==> src/rtl/dbs_pkg.sv <==
package dbs_pkg;
  localparam int OP_W = 4;
  localparam logic [OP_W-1:0] OP_ACQ = 4'hA;
  localparam logic [OP_W-1:0] OP_REL = 4'hB;
endpackage

==> src/rtl/dbs_credit_ctr.sv <==
module dbs_credit_ctr #(
  parameter int CNT_W = 8
) (
  input  logic             clk_i,
  input  logic             rst_ni,
  input  logic             add_en_i,
  input  logic [CNT_W-1:0] add_val_i,
  input  logic             take_i,
  output logic [CNT_W-1:0] cnt_o,
  output logic             credit_ok_o
);
  logic [CNT_W-1:0] cnt_q, inc, dec;

  assign inc = add_en_i ? add_val_i : '0;
  assign dec = {{(CNT_W-1){1'b0}}, take_i};

  // add and take merge into one modular update
  always_ff @(posedge clk_i or negedge rst_ni) begin
    if (!rst_ni) cnt_q <= '0;
    else         cnt_q <= cnt_q + inc - dec;
  end

  assign cnt_o       = cnt_q;
  assign credit_ok_o = !cnt_q[CNT_W-1] && (cnt_q != '0);
endmodule

==> src/rtl/dbs_drain.sv <==
module dbs_drain #(
  parameter int LVL_W = 5
) (
  input  logic             clk_i,
  input  logic             rst_ni,
  input  logic             xd_i,
  input  logic [LVL_W-1:0] lvl_i,
  input  logic             pop_i,
  output logic             allow_o
);
  logic             xd_q;
  logic [LVL_W-1:0] bud_q;
  logic             rise;

  assign rise    = xd_i && !xd_q;
  assign allow_o = !xd_i || rise || (bud_q != '0);

  // snapshot of entries present when disable rose; later pushes not counted
  always_ff @(posedge clk_i or negedge rst_ni) begin
    if (!rst_ni) begin
      xd_q  <= 1'b0;
      bud_q <= '0;
    end else begin
      xd_q <= xd_i;
      if (rise)                              bud_q <= lvl_i - LVL_W'(pop_i);
      else if (xd_i && pop_i && bud_q != '0) bud_q <= bud_q - 1'b1;
    end
  end
endmodule

==> src/rtl/dbs_gate.sv <==
module dbs_gate
  import dbs_pkg::*;
(
  input  logic            clk_i,
  input  logic            rst_ni,
  input  logic            lvl_nz_i,
  input  logic [OP_W-1:0] head_op_i,
  input  logic            rdy_i,
  input  logic            allow_i,
  input  logic            credit_ok_i,
  output logic            pop_o,
  output logic            take_o,
  output logic            stall_o,
  output logic            seq_act_o
);
  logic is_acq, is_rel, eligible, blocked, seq_q;

  assign is_acq   = head_op_i == OP_ACQ;
  assign is_rel   = head_op_i == OP_REL;
  assign eligible = lvl_nz_i && allow_i;
  assign blocked  = is_acq && !credit_ok_i;
  assign stall_o  = eligible && blocked;
  assign pop_o    = eligible && rdy_i && !blocked;
  assign take_o   = pop_o && is_acq;

  always_ff @(posedge clk_i or negedge rst_ni) begin
    if (!rst_ni)              seq_q <= 1'b0;
    else if (pop_o && is_acq) seq_q <= 1'b1;
    else if (pop_o && is_rel) seq_q <= 1'b0;
  end

  assign seq_act_o = seq_q;
endmodule

==> src/rtl/dbs_seq_starter.sv <==
module dbs_seq_starter
  import dbs_pkg::*;
#(
  parameter  int CNT_W = 8,
  parameter  int DEPTH = 16,
  localparam int LVL_W = $clog2(DEPTH + 1)
) (
  input  logic             clk_i,
  input  logic             rst_ni,
  input  logic             db_wr_i,
  input  logic [CNT_W-1:0] db_inc_i,
  output logic [CNT_W-1:0] db_cnt_o,
  input  logic [LVL_W-1:0] q_lvl_i,
  input  logic [OP_W-1:0]  head_op_i,
  input  logic             exe_rdy_i,
  input  logic             ex_dis_i,
  output logic             cmd_pop_o,
  output logic             acq_stall_o,
  output logic             seq_act_o,
  output logic             idle_o
);
  logic credit_ok, allow, take, lvl_nz;

  assign lvl_nz = q_lvl_i != '0;

  dbs_credit_ctr #(.CNT_W(CNT_W)) u_ctr (
    .clk_i, .rst_ni,
    .add_en_i   (db_wr_i),
    .add_val_i  (db_inc_i),
    .take_i     (take),
    .cnt_o      (db_cnt_o),
    .credit_ok_o(credit_ok)
  );

  dbs_drain #(.LVL_W(LVL_W)) u_drain (
    .clk_i, .rst_ni,
    .xd_i   (ex_dis_i),
    .lvl_i  (q_lvl_i),
    .pop_i  (cmd_pop_o),
    .allow_o(allow)
  );

  dbs_gate u_gate (
    .clk_i, .rst_ni,
    .lvl_nz_i   (lvl_nz),
    .head_op_i  (head_op_i),
    .rdy_i      (exe_rdy_i),
    .allow_i    (allow),
    .credit_ok_i(credit_ok),
    .pop_o      (cmd_pop_o),
    .take_o     (take),
    .stall_o    (acq_stall_o),
    .seq_act_o  (seq_act_o)
  );

  assign idle_o = !seq_act_o && !lvl_nz;
endmodule

==> config.mk <==
export PLATFORM = sky130hd
export DESIGN_NAME = dbs_seq_starter
export DESIGN_NICKNAME = d
export VERILOG_FILES = /design/src/rtl/dbs_pkg.sv /design/src/rtl/dbs_credit_ctr.sv /design/src/rtl/dbs_drain.sv /design/src/rtl/dbs_gate.sv /design/src/rtl/dbs_seq_starter.sv
export SDC_FILE = /design/constraint.sdc
export NUM_CORES = 1
export LEC_CHECK = 0
export BUFFER_PORTS_ARGS = -buffer_cell sky130_fd_sc_hd__buf_2
export CORE_MARGIN = 3
export CORE_UTILIZATION = 51
export CTS_BUF_LIST = sky130_fd_sc_hd__clkbuf_8
export DETAILED_ROUTE_END_ITERATION = 8
export PLACE_DENSITY_LB_ADDON = 0.08
export REMOVE_ABC_BUFFERS = 1
export SETUP_SLACK_MARGIN = 0.5
export SLEW_MARGIN = 25
export SYNTH_ARGS = -nofsm -noshare
export SYNTH_HDL_FRONTEND = slang
export SYNTH_SLANG_ARGS = --single-unit
export TNS_END_PERCENT = 30
==> constraint.sdc <==
create_clock -name clk_i -period 4.3 [get_ports clk_i]
set_clock_uncertainty 0.05 [all_clocks]
set_input_delay 0.645 -clock clk_i [delete_from_list [all_inputs] [get_ports clk_i]]
set_output_delay 0.645 -clock clk_i [all_outputs]
set_load 0.02 [all_outputs]
# Word level (Yosys, flattened, before mapping)
# Index checks and enable logic that the tools add are counted.
[classes]
addsub = 4
multipliers = 0
div = 0
n_lt_le_gt_ge = 0
n_eq_ne = 2
n_shift = 0
mux = 5
bitwise_logic = 0
reduce_logical = 26
[op_table]
columns = ["cell", "count"]
rows = [
  ["logical AND 1 bit", 12],
  ["two-way mux 5 bit", 2],
  ["nonzero test 5 bit", 2],
  ["adder 8 bit", 1],
  ["equality test 4 bit, second input constant", 2],
  ["two-way mux 8 bit", 1],
  ["nonzero test 8 bit", 1],
  ["subtractor 8 x 1 -> 8 bit", 1],
  ["logical NOT 1 bit", 7],
  ["subtractor 5 x 1 -> 5 bit", 1],
  ["subtractor 5 x 1 -> 5 bit, second input constant", 1],
  ["nonzero test 2 bit", 2],
  ["logical OR 1 bit", 2],
  ["two-way mux 1 bit", 2],
]
[word_totals]
ff_bits = 15
latch_bits = 0
mem_bits_rw = 0
rom_bits = 0
inputBits = 22
out_inout_bits = 12
elab_cells = 41
n_memories = 0

# Longest topological paths before layout
[logic_depth]
ltp_word = 11
depth_mapped = 18
mapped_depth_nobuf = 18

# Modules after synthesis
# From an unflattened synthesis, not the netlist that was laid out.
[hier_totals]
cells_unflattened = 141
hier_area_um2 = 1251.2
[by_module_without_submodules]
columns = ["module", "instances", "cells_per_inst", "area_each_um2", "seq_area_each_um2"]
rows = [
  ["dbs_credit_ctr", 1, 83, 710.7, 200.2],
  ["dbs_drain", 1, 43, 416.6, 150.1],
  ["dbs_gate", 1, 11, 97.6, 25.0],
  ["dbs_seq_starter", 1, 4, 26.3, 0.0],
]

# Least setup slack after synthesis
# OpenSTA, ideal clock, no wires.
[synth_path]
path_type = "input -> register"
from = "input port q_lvl_i[4]"
to = "register u_ctr.cnt_q[6], in the netlist u_ctr.cnt_o[6]"
setup_ns = 0.130
t_arrival_ns = 3.316
required_ns = 4.120
setup_slack_ns = 0.804
stages = 16
n_path_buf = 0
path_cell_list = "or4_1 o22a_2 o311ai_4 inv_6 nand2b_1 nor2_1 ha_1 inv_1 ha_1 inv_1 fa_1 nor2b_1 o21ai_0 a21boi_0 or4_1 nand3_1"
[synth_via]
elab_chain_cells = 6
[synth_rtl]
columns = ["item", "line", "rtl"]
rows = [
  ["start: declaration", "dbs_seq_starter.sv:13", "input logic [LVL_W-1:0] q_lvl_i,"],
  ["nonzero test 5 bit", "dbs_seq_starter.sv:24", "assign lvl_nz = q_lvl_i != '0;"],
  ["logical AND 1 bit", "dbs_gate.sv:20", "assign eligible = lvl_nz_i && allow_i;"],
  ["logical AND 1 bit (2 in series)", "dbs_gate.sv:23", "assign pop_o = eligible && rdy_i && !blocked;"],
  ["named net cmd_pop_o", "dbs_seq_starter.sv:17", "output logic cmd_pop_o,"],
  ["logical AND 1 bit", "dbs_gate.sv:24", "assign take_o = pop_o && is_acq;"],
  ["named net take", "dbs_seq_starter.sv:22", "logic credit_ok, allow, take, lvl_nz;"],
  ["subtractor 8 x 1 -> 8 bit", "dbs_credit_ctr.sv:20", "else cnt_q <= cnt_q + inc - dec;"],
  ["end signal: assignment", "dbs_credit_ctr.sv:20", ""],
  ["end: declaration", "dbs_credit_ctr.sv:12", "logic [CNT_W-1:0] cnt_q, inc, dec;"],
]
# The timed path passes the listed nets, and every way through them passes these cells.
# A chain may end at the register's enable or synchronous reset.

# Final worst setup path
[layout_path]
from = "register u_ctr.cnt_q[0], in the netlist u_ctr.cnt_o[0]"
to = "register u_ctr.cnt_q[6], in the netlist u_ctr.cnt_o[6]"
[layout_via]
elab_chain_cells = 8
word_cells_on_any_way = 9
classes_between = "add/sub (2); reduce/logical (7)"
[layout_rtl]
columns = ["item", "line", "rtl"]
rows = [
  ["nonzero test 8 bit", "dbs_credit_ctr.sv:24", "assign credit_ok_o = !cnt_q[CNT_W-1] && (cnt_q != '0);"],
  ["logical AND 1 bit", "dbs_credit_ctr.sv:24", ""],
  ["logical NOT 1 bit", "dbs_gate.sv:21", "assign blocked = is_acq && !credit_ok_i;"],
  ["logical AND 1 bit", "dbs_gate.sv:21", ""],
  ["logical NOT 1 bit", "dbs_gate.sv:23", ""],
  ["logical AND 1 bit", "dbs_gate.sv:23", ""],
  ["logical AND 1 bit", "dbs_gate.sv:24", ""],
  ["named net take", "dbs_seq_starter.sv:22", ""],
  ["subtractor 8 x 1 -> 8 bit", "dbs_credit_ctr.sv:20", ""],
]
# The timed path passes the listed nets, and every way through them passes these cells.

==> results_dict.tcl <==
set metrics [dict create \
    status "complete, no violations" \
    worstPathRequired_ns 4.37 \
    start_util_pct 55.8 \
    grt_pass1_vias 1050 \
    firstDrtPassIters 4 \
    ir_drop_v 0.000420 \
    start_kind "flip-flop" \
    fin_nets 224 \
    setup_viol 0 \
    ys_top_cells_by_count "29 x inv_1, 18 x ha_1, 15 x dfrtp_1" \
    avgSynthCellArea_um2 8.78 \
    vias 1120 \
    tightestPinTransition_ns 0.589 \
    clkTransAtPathRegs_ns 0.07 \
    final_cell_area_um2 1530 \
    grt_max_degree 18 \
    die_area_um2 3150 \
    cts_hold_buf 0 \
    synth_top_cell_area_share_pct 29.3 \
    place_congestion 0.789 \
    yosysTopAreaCell "dfrtp_1" \
    first_iter_violations 41 \
    clock-sinks 15 \
    end_kind "flip-flop" \
    drtAntennaViolNets 0 \
    insertion_delay_ns 0.25 \
    synth_edf_count 0 \
    ys.flop_type "dfrtp_1" \
    rr_startpoint "u_ctr.cnt_o[0]$_DFF_PN0_" \
    ff2ff_path_depth 16 \
    finalWirelength_mm 2.71 \
    yosysMostFrequentCell "inv_1" \
    maxCapViolCount 0 \
    period_share_pct 80.7 \
    design.core.area_um2 2300 \
    cp_max_fo 4 \
    antennaDiodeCount 0 \
    dp_cells 204 \
    arrival_ns 3.54 \
    ys_seq_area_share_pct 29.3 \
    grtUsageTotal_pct 18.2 \
    synth_area_um2 1280 \
    crit_type "flip-flop to flip-flop" \
    port_buffers 33 \
    fin_tns_setup_ns 0 \
    slew_violations 0 \
    syn_to_final_growth_pct 19.5 \
    grt_overflow 0 \
    io_pins 34 \
    remaining_drc_errors 0 \
    finalHoldViolations 0 \
    hold_class "input port to asynchronous set/reset pin" \
    leakagePower_nw 0.782 \
    synth_area_leaders "dfrtp_1 29%, ha_1 18%, inv_1 8.5%, xnor2_1 5.5%, o211ai_1 4.1%" \
    die_w_um 56.1 \
    post_drt_wl_per_cell_um 12.9 \
    ys_ff_latch 15 \
    crit_chain "nor4_1 -> a41oi_1 -> o311ai_4 -> inv_6 -> nand2b_1 -> nor2_1 -> ha_1 -> inv_1 -> ha_1 -> inv_1 -> fa_1 -> nor2b_1 -> o21ai_0 -> a21boi_1 -> or4_1 -> nand3_1" \
    cpPeakStageDelay_ns 0.43 \
    rsz0062_at_grt "no" \
    fp.dieH_um 56.1 \
    num_rows 17 \
    placed_area_um2 1470 \
    cts-root-buf "clkbuf_8" \
    layoutNonFillerInstCount 210 \
    yosys_warnings 0 \
    slew_headroom_pct 60.7 \
    antenna_found_initial 0 \
    grt_pass1_wl_mm 4.62 \
    r2r_end "u_ctr.cnt_o[6]$_DFF_PN0_" \
    max_freq_mhz 288 \
    syn_inst 146 \
    slowest_stage "o311ai_4" \
    async_flop_share_pct 100 \
    final_layout_size_suffix_gt1_share_pct 24.2 \
    hpwl_mm 2.22 \
    layout_min_cycle_time_ns 3.47 \
    cts_tree "done" \
    htree_levels 1 \
    numCtsBuffers 3 \
    via_per_inst 5.33 \
    cp.buffers_inverters 3 \
    crit_family "compound AO/OA/AOI/OAI gates" \
    r2r_slack_ns 0.83 \
    yosysUniqueCellTypes 38 \
    crit_start "u_ctr.cnt_o[0]$_DFF_PN0_" \
    whs_ns 0.248 \
    clk_path_buf_depth 2 \
    p_per_area_nw_per_um2 656 \
]
==> layer usage <==
layer | vias to the layer above | global-route usage (%) | share of wire [%]
met2 | 23 | 32.7 | 53
met4 | 0 | 6.78 | 1.0
met5 | - | 0 | 0
li1 | 568 | - | -
met1 | 527 | 22.3 | 43
met3 | 2 | 1.62 | 3.2
==> registers in the layout, indices dropped and copies added (netlist names) <==
name	flops
u_gate.seq_act_o	1
u_ctr.cnt_o	8
u_drain.xd_q	1
u_drain.bud_q	5
==> power by group <==
part           total (W)  switching, W  internal [W]  leakage, nW
Combinational   0.000635      0.000351      0.000284        0.583
Sequential      0.000255     0.0000482      0.000207        0.173
Clock           0.000116     0.0000518     0.0000641       0.0255
Total            0.00101      0.000451      0.000555        0.782
==> logic make-up (layout without fill, tap and decap cells) <==
family	count (synthesis)	after routing	share of synthesized area (%)
buf+inv	33	69	10.0
xor+xnor	9	9	6.15
flops	15	15	29.3
mux	1	1	0.781
compound gates	25	25	15.8
fa+ha+maj	19	19	19.1
simple gates	44	44	18.8
==> timing repair <==
item                       4_1_cts  5_1_grt
hold endpoints to repair         0        0
setup endpoints to repair        0        3
buffers inserted                 0        2
resized for setup                0        1
==> final cells by class <==
type	instances	area, µm²
Clock buffer	3	41.3
Clock inverter	1	5.00
Fill cell	196	764
Inverter	30	118
Multi-Input combinational cell	98	778
Sequential cell	15	375
Tap cell	28	35.0
Timing Repair Buffer	35	180
==> per-stage QoR <==
| step | total power, W | worst slack, ns | utilization (%) |
|---|---|---|---|
| 2_1_floorplan | 0.000731 | 0.804 | - |
| 3_3_place_gp | 0.000870 | 0.618 | 64.1 |
| 3_5_place_dp | 0.000894 | 0.487 | 64.1 |
| 4_1_cts | 0.00101 | 0.611 | 66.1 |
| 5_1_grt | 0.00111 | 0.504 | 66.7 |
| 6_report | 0.00101 | 0.831 | 66.7 |
==> worst max-delay path by stage <==
stage                                          end  slack [ns]  cells after the start
after floorplan           u_ctr.cnt_o[6]$_DFF_PN0_        0.80                     16
after global placement    u_ctr.cnt_o[6]$_DFF_PN0_        0.62                     17
after detailed placement  u_ctr.cnt_o[6]$_DFF_PN0_        0.49                     17
after CTS                 u_ctr.cnt_o[6]$_DFF_PN0_        0.61                     16
after global routing      u_ctr.cnt_o[6]$_DFF_PN0_        0.50                     16
final                     u_ctr.cnt_o[6]$_DFF_PN0_        0.83                     16
==> cell usage in the layout, fill, tap and decap left out, types with 2 or more instances in the layout <==
cell	count
or3_1	2
nand2_1	12
ha_1	18
dfrtp_1	15
nor3b_1	2
buf_2	33
a31oi_1	3
o221ai_1	2
or4_1	4
o211ai_1	7
o21ai_0	3
xnor2_1	8
buf_4	2
clkbuf_8	3
nor2b_1	2
nor2_1	9
nand3_1	2
nand2b_1	4
inv_1	29
Power figures use the tool's default switching activity.
